--- config.mk ---
export PLATFORM = sky130hd
export DESIGN_NAME = dbus_proto_if
export DESIGN_NICKNAME = d
export VERILOG_FILES = /design/src/rtl/dbus_proto_pkg.sv /design/src/rtl/dbus_ctl_fsm.sv /design/src/rtl/dbus_uc_regs.sv /design/src/rtl/dbus_proto_if.sv
export SDC_FILE = /design/constraint.sdc
export NUM_CORES = 1
export LEC_CHECK = 0
export BUFFER_PORTS_ARGS = -buffer_cell sky130_fd_sc_hd__buf_2
export CORE_AREA = 2 2 65 67
export CTS_CLUSTER_SIZE = 20
export DETAILED_ROUTE_END_ITERATION = 12
export DIE_AREA = 0 0 67 69
export GPL_TIMING_DRIVEN = 1
export PLACE_DENSITY_LB_ADDON = 0.2
export RECOVER_POWER = 100
export SETUP_SLACK_MARGIN = 0.4
export SYNTH_ARGS = -nofsm -noshare
export SYNTH_HDL_FRONTEND = slang
export SYNTH_SLANG_ARGS = --single-unit
--- constraint.sdc ---
create_clock -name clk_i -period 4.51 [get_ports clk_i]
set_clock_uncertainty 0.15 [all_clocks]
set_input_delay 0.902 -clock clk_i [delete_from_list [all_inputs] [get_ports clk_i]]
set_output_delay 0.902 -clock clk_i [all_outputs]
set_load 0.02 [all_outputs]
--- src/rtl/dbus_proto_pkg.sv ---
package dbus_proto_pkg;
  typedef enum logic [2:0] {
    ST_IDLE, ST_CTRL_RX, ST_DECODE, ST_TURN, ST_XFER_IN, ST_XFER_OUT
  } st_e;

  typedef enum logic [1:0] {
    K_READ = 2'b00, K_WRITE = 2'b01, K_CMD = 2'b10, K_RESP = 2'b11
  } kind_e;
endpackage

--- src/rtl/dbus_ctl_fsm.sv ---
module dbus_ctl_fsm
  import dbus_proto_pkg::*;
#(
  parameter int BYTE_W = 8
) (
  input  logic              clk_i,
  input  logic              rst_ni,
  input  logic              sel_i,
  input  logic              ctl_vld_i,
  input  logic [BYTE_W-1:0] octet_i,
  input  logic              octet_ok_i,
  output st_e               state_o,
  output logic              cap_o,
  output logic              oct_ok_o,
  output kind_e             kind_o
);
  st_e               st_q, st_d;
  logic [BYTE_W-1:0] oct_q;
  logic              ok_q;

  assign cap_o    = (st_q == ST_CTRL_RX) && sel_i && ctl_vld_i;
  assign kind_o   = kind_e'(oct_q[BYTE_W-1 -: 2]);
  assign oct_ok_o = ok_q;
  assign state_o  = st_q;

  always_comb begin
    st_d = st_q;
    unique case (st_q)
      ST_IDLE:     if (sel_i) st_d = ST_CTRL_RX;
      ST_CTRL_RX:  if (ctl_vld_i) st_d = ST_DECODE;
      ST_DECODE:   st_d = (ok_q && !kind_o[1]) ? ST_TURN : ST_CTRL_RX;
      ST_TURN:     st_d = (kind_o == K_READ) ? ST_XFER_OUT : ST_XFER_IN;
      ST_XFER_IN,
      ST_XFER_OUT: st_d = st_q;
      default:     st_d = ST_IDLE;
    endcase
    if (!sel_i) st_d = ST_IDLE;
  end

  always_ff @(posedge clk_i or negedge rst_ni) begin
    if (!rst_ni) begin
      st_q  <= ST_IDLE;
      oct_q <= '0;
      ok_q  <= 1'b0;
    end else begin
      st_q <= st_d;
      if (cap_o) begin
        oct_q <= octet_i;
        ok_q  <= octet_ok_i;
      end
    end
  end

  // a low select forces idle on the next edge
  p_sel_drop_r10: assert property (@(posedge clk_i) disable iff (!rst_ni)
    (!sel_i && st_q != ST_IDLE) |=> (st_q == ST_IDLE));
  // data phases are only entered through the turnaround state
  p_turn_before_xfer_r6: assert property (@(posedge clk_i) disable iff (!rst_ni)
    ((st_q == ST_XFER_IN || st_q == ST_XFER_OUT) && $past(st_q) != st_q)
      |-> ($past(st_q) == ST_TURN));
endmodule

--- src/rtl/dbus_uc_regs.sv ---
module dbus_uc_regs #(
  parameter int BYTE_W = 8
) (
  input  logic              clk_i,
  input  logic              rst_ni,
  input  logic              cap_i,
  input  logic              ok_i,
  input  logic [BYTE_W-1:0] octet_i,
  input  logic              dat_err_i,
  input  logic              active_i,
  input  logic              addr_i,
  input  logic              rd_i,
  output logic [BYTE_W-1:0] status_o,
  output logic [BYTE_W-1:0] rdata_o
);
  logic [BYTE_W-1:0] last_q;
  logic              ctl_err_q, dat_err_q;
  logic              clr;

  assign clr      = rd_i && addr_i;
  assign status_o = {{(BYTE_W-3){1'b0}}, active_i, dat_err_q, ctl_err_q};
  assign rdata_o  = addr_i ? status_o : last_q;

  always_ff @(posedge clk_i or negedge rst_ni) begin
    if (!rst_ni) begin
      last_q    <= '0;
      ctl_err_q <= 1'b0;
      dat_err_q <= 1'b0;
    end else begin
      if (cap_i && ok_i) last_q <= octet_i;
      // a new error wins over a simultaneous clear
      ctl_err_q <= (cap_i && !ok_i) || (ctl_err_q && !clr);
      dat_err_q <= dat_err_i || (dat_err_q && !clr);
    end
  end

  // a rejected octet leaves the last-octet register untouched
  p_keep_last_r3: assert property (@(posedge clk_i) disable iff (!rst_ni)
    (cap_i && !ok_i) |=> $stable(last_q));
  // an error cannot vanish without a clearing read
  p_sticky_r11: assert property (@(posedge clk_i) disable iff (!rst_ni)
    (ctl_err_q && !clr) |=> ctl_err_q);
endmodule

--- src/rtl/dbus_proto_if.sv ---
module dbus_proto_if
  import dbus_proto_pkg::*;
#(
  parameter int BYTE_W = 8
) (
  input  logic                clk_i,
  input  logic                rst_ni,
  input  logic                sel_i,
  input  logic                ctl_vld_i,
  input  logic [BYTE_W-1:0]   a_i,
  input  logic                a_par_i,
  input  logic [BYTE_W-1:0]   b_i,
  input  logic                b_par_i,
  output logic [BYTE_W-1:0]   a_o,
  output logic                a_par_o,
  output logic                a_oe_o,
  output logic [BYTE_W-1:0]   b_o,
  output logic                b_par_o,
  output logic                b_oe_o,
  input  logic                m_vld_i,
  output logic                s_rdy_o,
  output logic                s_vld_o,
  input  logic                m_rdy_i,
  output logic                fmt_req_o,
  output logic                fmt_wr_o,
  output logic [2*BYTE_W-1:0] fmt_wdata_o,
  output logic                fmt_wvld_o,
  input  logic                fmt_wrdy_i,
  input  logic [2*BYTE_W-1:0] fmt_rdata_i,
  input  logic                fmt_rvld_i,
  output logic                fmt_rrdy_o,
  output logic                bp_o,
  output logic                uc_stb_o,
  output logic                uc_irq_o,
  input  logic                uc_addr_i,
  input  logic                uc_rd_i,
  output logic [BYTE_W-1:0]   uc_rdata_o
);
  localparam int NLANE  = 2;
  localparam int WORD_W = NLANE * BYTE_W;

  st_e   st;
  kind_e kind;
  logic  cap, oct_ok, ctl_ph, x_in, x_out, dec_ok, word_ok, dat_err;
  logic [BYTE_W-1:0] status;

  // lane 0 = bus A (high byte), lane 1 = bus B (low byte)
  logic [NLANE-1:0][BYTE_W-1:0] rx_byte, tx_byte;
  logic [NLANE-1:0]             rx_par, rx_ok, tx_par;

  assign rx_byte = {b_i, a_i};
  assign rx_par  = {b_par_i, a_par_i};

  for (genvar l = 0; l < NLANE; l++) begin : g_lane
    assign rx_ok[l]  = ^{rx_byte[l], rx_par[l]};
    assign tx_par[l] = ~^tx_byte[l];
  end

  dbus_ctl_fsm #(.BYTE_W(BYTE_W)) u_fsm (
    .clk_i, .rst_ni, .sel_i, .ctl_vld_i,
    .octet_i(a_i), .octet_ok_i(rx_ok[0]),
    .state_o(st), .cap_o(cap), .oct_ok_o(oct_ok), .kind_o(kind)
  );

  assign ctl_ph = (st == ST_CTRL_RX) || (st == ST_DECODE);
  assign x_in   = (st == ST_XFER_IN);
  assign x_out  = (st == ST_XFER_OUT);
  assign dec_ok = (st == ST_DECODE) && oct_ok;

  assign uc_stb_o  = dec_ok && kind[1];
  assign uc_irq_o  = dec_ok && (kind == K_CMD);
  assign fmt_req_o = dec_ok && !kind[1];
  assign fmt_wr_o  = fmt_req_o && (kind == K_WRITE);

  assign tx_byte[0] = x_out ? fmt_rdata_i[WORD_W-1 -: BYTE_W] : '0;
  assign tx_byte[1] = x_out ? fmt_rdata_i[BYTE_W-1:0] : status;
  assign a_o     = tx_byte[0];
  assign b_o     = tx_byte[1];
  assign a_par_o = tx_par[0];
  assign b_par_o = tx_par[1];
  assign a_oe_o  = x_out;
  assign b_oe_o  = x_out || ctl_ph;

  assign word_ok     = &rx_ok;
  assign fmt_wdata_o = {a_i, b_i};
  assign fmt_wvld_o  = x_in && m_vld_i && word_ok;
  assign s_rdy_o     = x_in && fmt_wrdy_i;
  assign dat_err     = x_in && m_vld_i && !word_ok;

  assign s_vld_o    = x_out && fmt_rvld_i;
  assign fmt_rrdy_o = x_out && m_rdy_i;

  assign bp_o = (x_in && !fmt_wrdy_i) || (x_out && !fmt_rvld_i);

  dbus_uc_regs #(.BYTE_W(BYTE_W)) u_regs (
    .clk_i, .rst_ni, .cap_i(cap), .ok_i(rx_ok[0]), .octet_i(a_i),
    .dat_err_i(dat_err), .active_i(st != ST_IDLE),
    .addr_i(uc_addr_i), .rd_i(uc_rd_i),
    .status_o(status), .rdata_o(uc_rdata_o)
  );

  // bus A is never enabled straight out of a driven cycle
  p_a_turn_r6: assert property (@(posedge clk_i) disable iff (!rst_ni)
    $rose(a_oe_o) |-> $past(!a_oe_o && !b_oe_o));
  // driven bytes carry odd parity
  p_par_a_r4: assert property (@(posedge clk_i) disable iff (!rst_ni)
    a_oe_o |-> (^{a_o, a_par_o}));
  p_par_b_r4: assert property (@(posedge clk_i) disable iff (!rst_ni)
    b_oe_o |-> (^{b_o, b_par_o}));
  // handoff pulses last one cycle and go to one port only
  p_stb_pulse_r2: assert property (@(posedge clk_i) disable iff (!rst_ni)
    uc_stb_o |=> !uc_stb_o);
  p_one_port_r2: assert property (@(posedge clk_i) disable iff (!rst_ni)
    $onehot0({uc_stb_o, fmt_req_o}));
  // A is only driven together with B
  p_a_with_b_r8: assert property (@(posedge clk_i) disable iff (!rst_ni)
    a_oe_o |-> b_oe_o);
  // no forwarded word outside a write phase
  p_wvld_r7: assert property (@(posedge clk_i) disable iff (!rst_ni)
    fmt_wvld_o |-> (!a_oe_o && !b_oe_o));
endmodule

==> results of run 1 <==
power groups by stage:
stage | Clock [uW] | Sequential (uW) | Combinational, uW
3_3_place_gp | 0 | 220 | 276
4_1_cts | 110 | 218 | 280
3_5_place_dp | 0 | 220 | 278
5_1_grt | 118 | 226 | 286
2_1_floorplan | 0 | 209 | 212
6_report | 106 | 218 | 259
state kept, by name (all words and copies together), names as in the netlist:
| name | count |
|---|---|
| u_fsm.oct_ok_o | 1 |
| u_fsm.oct_q | 2 |
| u_fsm.state_o | 3 |
| u_regs.ctl_err_q | 1 |
| u_regs.dat_err_q | 1 |
| u_regs.last_q | 8 |
layout by cell type, fill, tap and decap left out:
cell type,instances
a211oi_1,1
a21boi_0,1
a21o_2,1
a21oi_1,4
a22o_2,1
and2_0,9
and2_1,7
and3b_1,1
and4_1,1
buf_2,48
clkbuf_1,48
clkbuf_8,3
dfrtp_1,16
inv_1,4
mux2_2,11
mux2i_1,1
nand2_1,10
nand2b_1,2
nand3_1,2
nand4_1,1
nor2_1,9
nor2b_1,7
nor3_1,4
nor3b_1,1
o21ai_0,6
o21bai_1,1
o31a_1,1
xnor2_1,24
xnor3_1,2
xor2_1,4
metrics by stage:
stage / setup WS (ps) / total power [uW] / hold slack (ps)
after floorplan: 1190 / 421 / 308
after global placement: 1120 / 497 / 322
after detailed placement: 1090 / 498 / 322
after CTS: 1070 / 608 / 336
after global routing: 840 / 629 / 360
final: 1090 / 582 / 331
worst paths after layout:
kind / startpoint / to / cells past startpoint
worst max-delay path: a_i[2] / fmt_wvld_o / 6
worst min-delay path: u_fsm.oct_ok_o / u_fsm.oct_ok_o / 1
worst max register to register: u_fsm.state_o[0] / u_regs.last_q[6] / 5
worst min register to register: u_fsm.oct_ok_o / u_fsm.oct_ok_o / 1
max in group asynchronous: rst_ni / u_fsm.state_o[1] / 1
min in group asynchronous: rst_ni / u_regs.last_q[6] / 1
layer usage:
layer,vias to the layer above,part of all wire [%]
li1,643,-
met1,562,44
met2,59,46
met3,2,9.5
met4,0,0.57
met5,-,0
logic make-up (layout without fill, tap and decap cells):
logic type | Yosys count | in the layout
mux | 12 | 12
simple gates | 54 | 54
compound gates | 16 | 16
flops | 16 | 16
buf+inv | 24 | 103
xor+xnor | 30 | 30
layout make-up:
type | count | area (um^2) | area share (%)
Timing Repair Buffer | 96 | 420 | 24.0
Multi-Input combinational cell | 112 | 813 | 46.4
Clock buffer | 3 | 41.3 | 2.36
Tap cell | 50 | 62.6 | 3.57
Sequential cell | 16 | 400 | 22.8
Inverter | 4 | 15.0 | 0.857
==> results.py, run 1 <==
metrics = {
    "status": {
        "run_status": "complete, no violations",
    },
    "place": {
        "gp_congestion": 0.804,
        "place_inst": 278,
        "dp_hpwl_um": 2540,
        "portBuffers": 96,
        "placed_area_um2": 1790,
    },
    "sta": {
        "slew_headroom_pct": 32.1,
        "setup_tns_ps": 0,
        "rsz0062_at_grt": "false",
        "finalSetupViolCount": 0,
        "period_minus_slack_ps": 3420,
        "tightest_slew_ps": 1020,
        "fmax_ghz": 0.292,
        "hold_viol": 0,
        "post-route-period-util_pct": 75.8,
        "slew_violations": 0,
    },
    "setup_path": {
        "slowest_stage": "xnor3_1",
        "max_stage_delay_ps": 430,
        "reg2reg_slack_ps": 2260,
        "critPathBufInv": 2,
        "cp_top_family": "XOR/XNOR gates",
        "critPathCaptureType": "primary output",
        "critPathKind": "in2out",
        "critPathLaunchType": "primary input",
        "cp_cell_sequence": "clkbuf_1 -> xnor2_1 -> xnor2_1 -> xnor3_1 -> nor3_1 -> clkbuf_1",
        "worstPathRequired_ps": 3460,
        "cp.arrival_ps": 2370,
        "crit_fanout": 4,
    },
    "clocking": {
        "clock_latency_ps": 240,
        "numCtsBuffers": 3,
        "root_buffer": "clkbuf_8",
        "cts.repair.resized": 0,
        "clk_pin_slew_worst_paths_ps": 60,
        "clockBufferDepth": 2,
        "clock_sinks": 16,
        "cts_tree": "done",
        "cts_hold_buffers": 0,
        "h-tree-depth": 1,
        "cts_setup_buffers": 0,
    },
    "yosys": {
        "synth_common_cells": "24 x xnor2_1, 16 x and2_1, 16 x buf_4, 16 x dfrtp_1, 11 x mux2_2",
        "synth.top_cell.area_share_pct": 29.0,
        "ys_seq_area_share_pct": 29.0,
        "async_flop_share_pct": 100,
        "syn_avg_cell_area_um2": 9.09,
        "synth_edf_count": 0,
        "ys_seq_elements": 16,
        "yosys-top-cells-area": "dfrtp_1 29%, xnor2_1 15%, mux2_2 9.0%",
        "netlist-cell-type-count": 30,
        "synth_top_area_cell": "dfrtp_1",
        "synth_area_um2": 1380,
        "synth-compound-area-share_pct": 7.25,
        "synth-xor-area-share_pct": 21.1,
        "yosysWarnings": 0,
        "synth.mux.area_fraction_pct": 9.69,
        "synth-adder-area-share_pct": 0,
        "synth-main-ff-cell": "dfrtp_1",
        "synth_most_common_cell": "xnor2_1",
        "synth-simple-area-share_pct": 22.1,
        "synth_top_family_by_area": "simple AND/OR/NAND/NOR gates",
        "synth_fp_nets": 196,
        "syn_inst": 152,
    },
    "global_route": {
        "met1_usage_pct": 18.3,
        "met3_usage_pct": 2.12,
        "grt_usage_pct": 13.9,
        "grt_overflow": 0,
        "first_global_vias": 1105,
        "grtUsageMet2_pct": 22.7,
        "antenna_found_initial": 0,
        "grt_pass1_wl_um": 5040,
        "grt-busiest-layer": "met2",
        "grt_max_degree": 21,
    },
    "routing": {
        "dr.pass1.iters": 4,
        "routed_wl_um": 3180,
        "drc": 0,
        "vias": 1266,
        "drt_iter0_markers": 19,
        "ant_nets": 0,
        "viasPerCell": 4.51,
        "wire_per_inst_um": 11.3,
    },
    "pwr": {
        "power.density_nw_per_um2": 332,
        "clkPwrFrac_pct": 18.2,
        "power_switching_uw": 213,
        "ir_worst_vdd_mv": 0.197,
        "combPwrFrac_pct": 44.4,
        "leakagePower_uw": 0.000780,
        "power_frac_seq_pct": 37.3,
        "swShare_pct": 36.5,
        "p_int_uw": 370,
    },
    "die": {
        "initial_core_util_pct": 35.3,
        "die_h_um": 69,
        "coreArea_um2": 3910,
        "io_pins": 97,
        "rows": 23,
        "dieWidth_um": 67,
        "dieArea_um2": 4620,
    },
    "flow_run": {
        "cap_viol_max_count": 0,
    },
    "cells_and_area": {
        "num-fill-cells": 439,
        "post-route-util_pct": 44.8,
        "antenna_cells": 0,
        "drive_above_1_share_pct": 27.7,
        "final_area_um2": 1750,
        "stdcell_count": 281,
        "syn_to_final_growth_pct": 26.9,
        "final_nets": 277,
    },
    "worst_hold_path": {
        "worstHoldPathType": "reg2reg",
    },
}
Note: power is estimated with default switching activity, not from simulation.
==> run 2: changes to the inputs <==
Clock period 4.51 ns to 3.42 ns, I/O delays scaled along.
==> results.py, run 2 (synthesis gave the netlist of run 1 again) <==
metrics = {
    "status": {
        "run_status": "complete, no violations",
    },
    "routing": {
        "wire_per_inst_um": 11.2,
        "drt_iter0_markers": 30,
        "viasPerCell": 4.46,
        "dr.pass1.iters": 4,
        "drc": 0,
        "vias": 1262,
        "routed_wl_um": 3160,
        "ant_nets": 0,
    },
    "worst_hold_path": {
        "worstHoldPathType": "reg2reg",
        "worstHoldPathCells": 1,
    },
    "global_route": {
        "grt_max_degree": 17,
        "grt_pass1_wl_um": 5040,
        "grt_usage_pct": 13.6,
        "grt_overflow": 0,
        "first_global_vias": 1146,
        "antenna_found_initial": 0,
    },
    "pwr": {
        "power_switching_uw": 283,
        "power.density_nw_per_um2": 447,
        "total_power_uw": 797,
        "power_frac_seq_pct": 35.9,
        "p_int_uw": 514,
        "leakagePower_uw": 0.000794,
        "swShare_pct": 35.5,
        "combPwrFrac_pct": 43.1,
        "clkPwrFrac_pct": 21.0,
        "ir_worst_vdd_mv": 0.287,
    },
    "cells_and_area": {
        "drive_above_1_share_pct": 27.9,
        "final_nets": 278,
        "largest_reg_flops": 8,
        "stdcell_count": 283,
        "layout_common_cells": "51 x clkbuf_1, 46 x buf_2, 22 x xnor2_1",
        "antenna_cells": 0,
        "regMostFlops": "u_regs.last_q",
        "syn_to_final_growth_pct": 29.1,
        "final_common_cell": "clkbuf_1",
        "num-fill-cells": 441,
        "post-route-util_pct": 45.6,
    },
    "sta": {
        "finalSetupViolCount": 0,
        "period_minus_slack_ps": 3020,
        "fmax_ghz": 0.331,
        "tightest_slew_ps": 889,
        "post-route-period-util_pct": 88.2,
        "hold_viol": 0,
        "rsz0062_at_grt": "false",
        "setup_tns_ps": 0,
        "slew_headroom_pct": 40.7,
        "slew_violations": 0,
    },
    "clocking": {
        "clk_pin_slew_worst_paths_ps": 70,
        "clockBufferDepth": 2,
        "h-tree-depth": 1,
        "cts_tree": "done",
        "clock_latency_ps": 250,
        "numCtsBuffers": 3,
        "cts_hold_buffers": 0,
        "root_buffer": "clkbuf_8",
        "clock_sinks": 16,
    },
    "die": {
        "dieWidth_um": 67,
        "io_pins": 97,
        "dieArea_um2": 4620,
        "rows": 23,
        "initial_core_util_pct": 35.3,
        "die_h_um": 69,
        "coreArea_um2": 3910,
    },
    "setup_path": {
        "critPathKind": "reg2out",
        "critPathLaunchType": "flip-flop",
        "reg2regPathDepth": 5,
        "critPathCaptureType": "primary output",
        "slowest_stage": "dfrtp_1",
        "cp.arrival_ps": 2180,
        "cp_cell_sequence": "nand2b_1 -> nor2_1 -> clkbuf_1 -> and2_1 -> clkbuf_1",
        "worstPathRequired_ps": 2590,
        "path_common_cell": "clkbuf_1",
        "crit_fanout": 15,
        "max_stage_delay_ps": 460,
    },
    "flow_run": {
        "cap_viol_max_count": 0,
    },
    "place": {
        "gp_congestion": 0.835,
        "dp_hpwl_um": 2550,
        "place_inst": 279,
        "portBuffers": 96,
    },
}
[run 2: final timing paths]
kind	slack [ps]	start	end
worst max-delay path	400	u_fsm.state_o[1]	a_o[2]
worst min-delay path	340	u_fsm.oct_ok_o	u_fsm.oct_ok_o
worst max register to register	1190	u_fsm.state_o[0]	u_regs.last_q[2]
worst min register to register	340	u_fsm.oct_ok_o	u_fsm.oct_ok_o
max in group asynchronous	2190	rst_ni	u_regs.dat_err_q
min in group asynchronous	380	rst_ni	u_regs.last_q[6]
[run 2: metrics by stage]
step / hold slack (ps) / area [um^2] / setup WS [ps]
final: 336 / 1780 / 402
after global routing: 355 / 1780 / 212
after CTS: 207 / 1850 / 444
after detailed placement: 322 / 1800 / 451
after global placement: 321 / 1800 / 451
after floorplan: 238 / 1380 / 539
[run 2: cell type report]
type / instances / area [um^2] / area share (%)
inverter: 4 / 15.0 / 0.842
timing repair buffer: 97 / 422 / 23.6
sequential: 16 / 400 / 22.5
clock buffer: 4 / 55.1 / 3.09
multi-input combinational: 112 / 828 / 46.5
tap: 50 / 62.6 / 3.51
[run 2: repair_timing]
| action | 4_1_cts | 5_1_grt |
|---|---|---|
| gates resized for setup | 0 | 2 |
| setup endpoints to repair | 0 | 1 |
| setup buffers | 0 | 0 |
[run 2: layer usage]
layer  part of all wire [%]  global-route usage, %  wire, um
met1                     44                   17.5      1380
met5                      0                      0         0
met4                   0.44                   5.22        14
met3                    9.8                   3.10       310
met2                     46                   21.9      1450
[run 2: power groups by stage]
stage,clock [uW],sequential (uW),combinational [uW]
after floorplan,0,276,279
after global placement,0,290,364
after global routing,183,297,374
after CTS,174,287,367
after detailed placement,0,291,364
final,168,286,343
[run 2: critical path: cells and delay by family, from the launching register on]
| family | cells | cell delay (ps) |
|---|---|---|
| buf+inv | 2 | 640 |
| flops | 1 | 460 |
| simple gates | 3 | 820 |
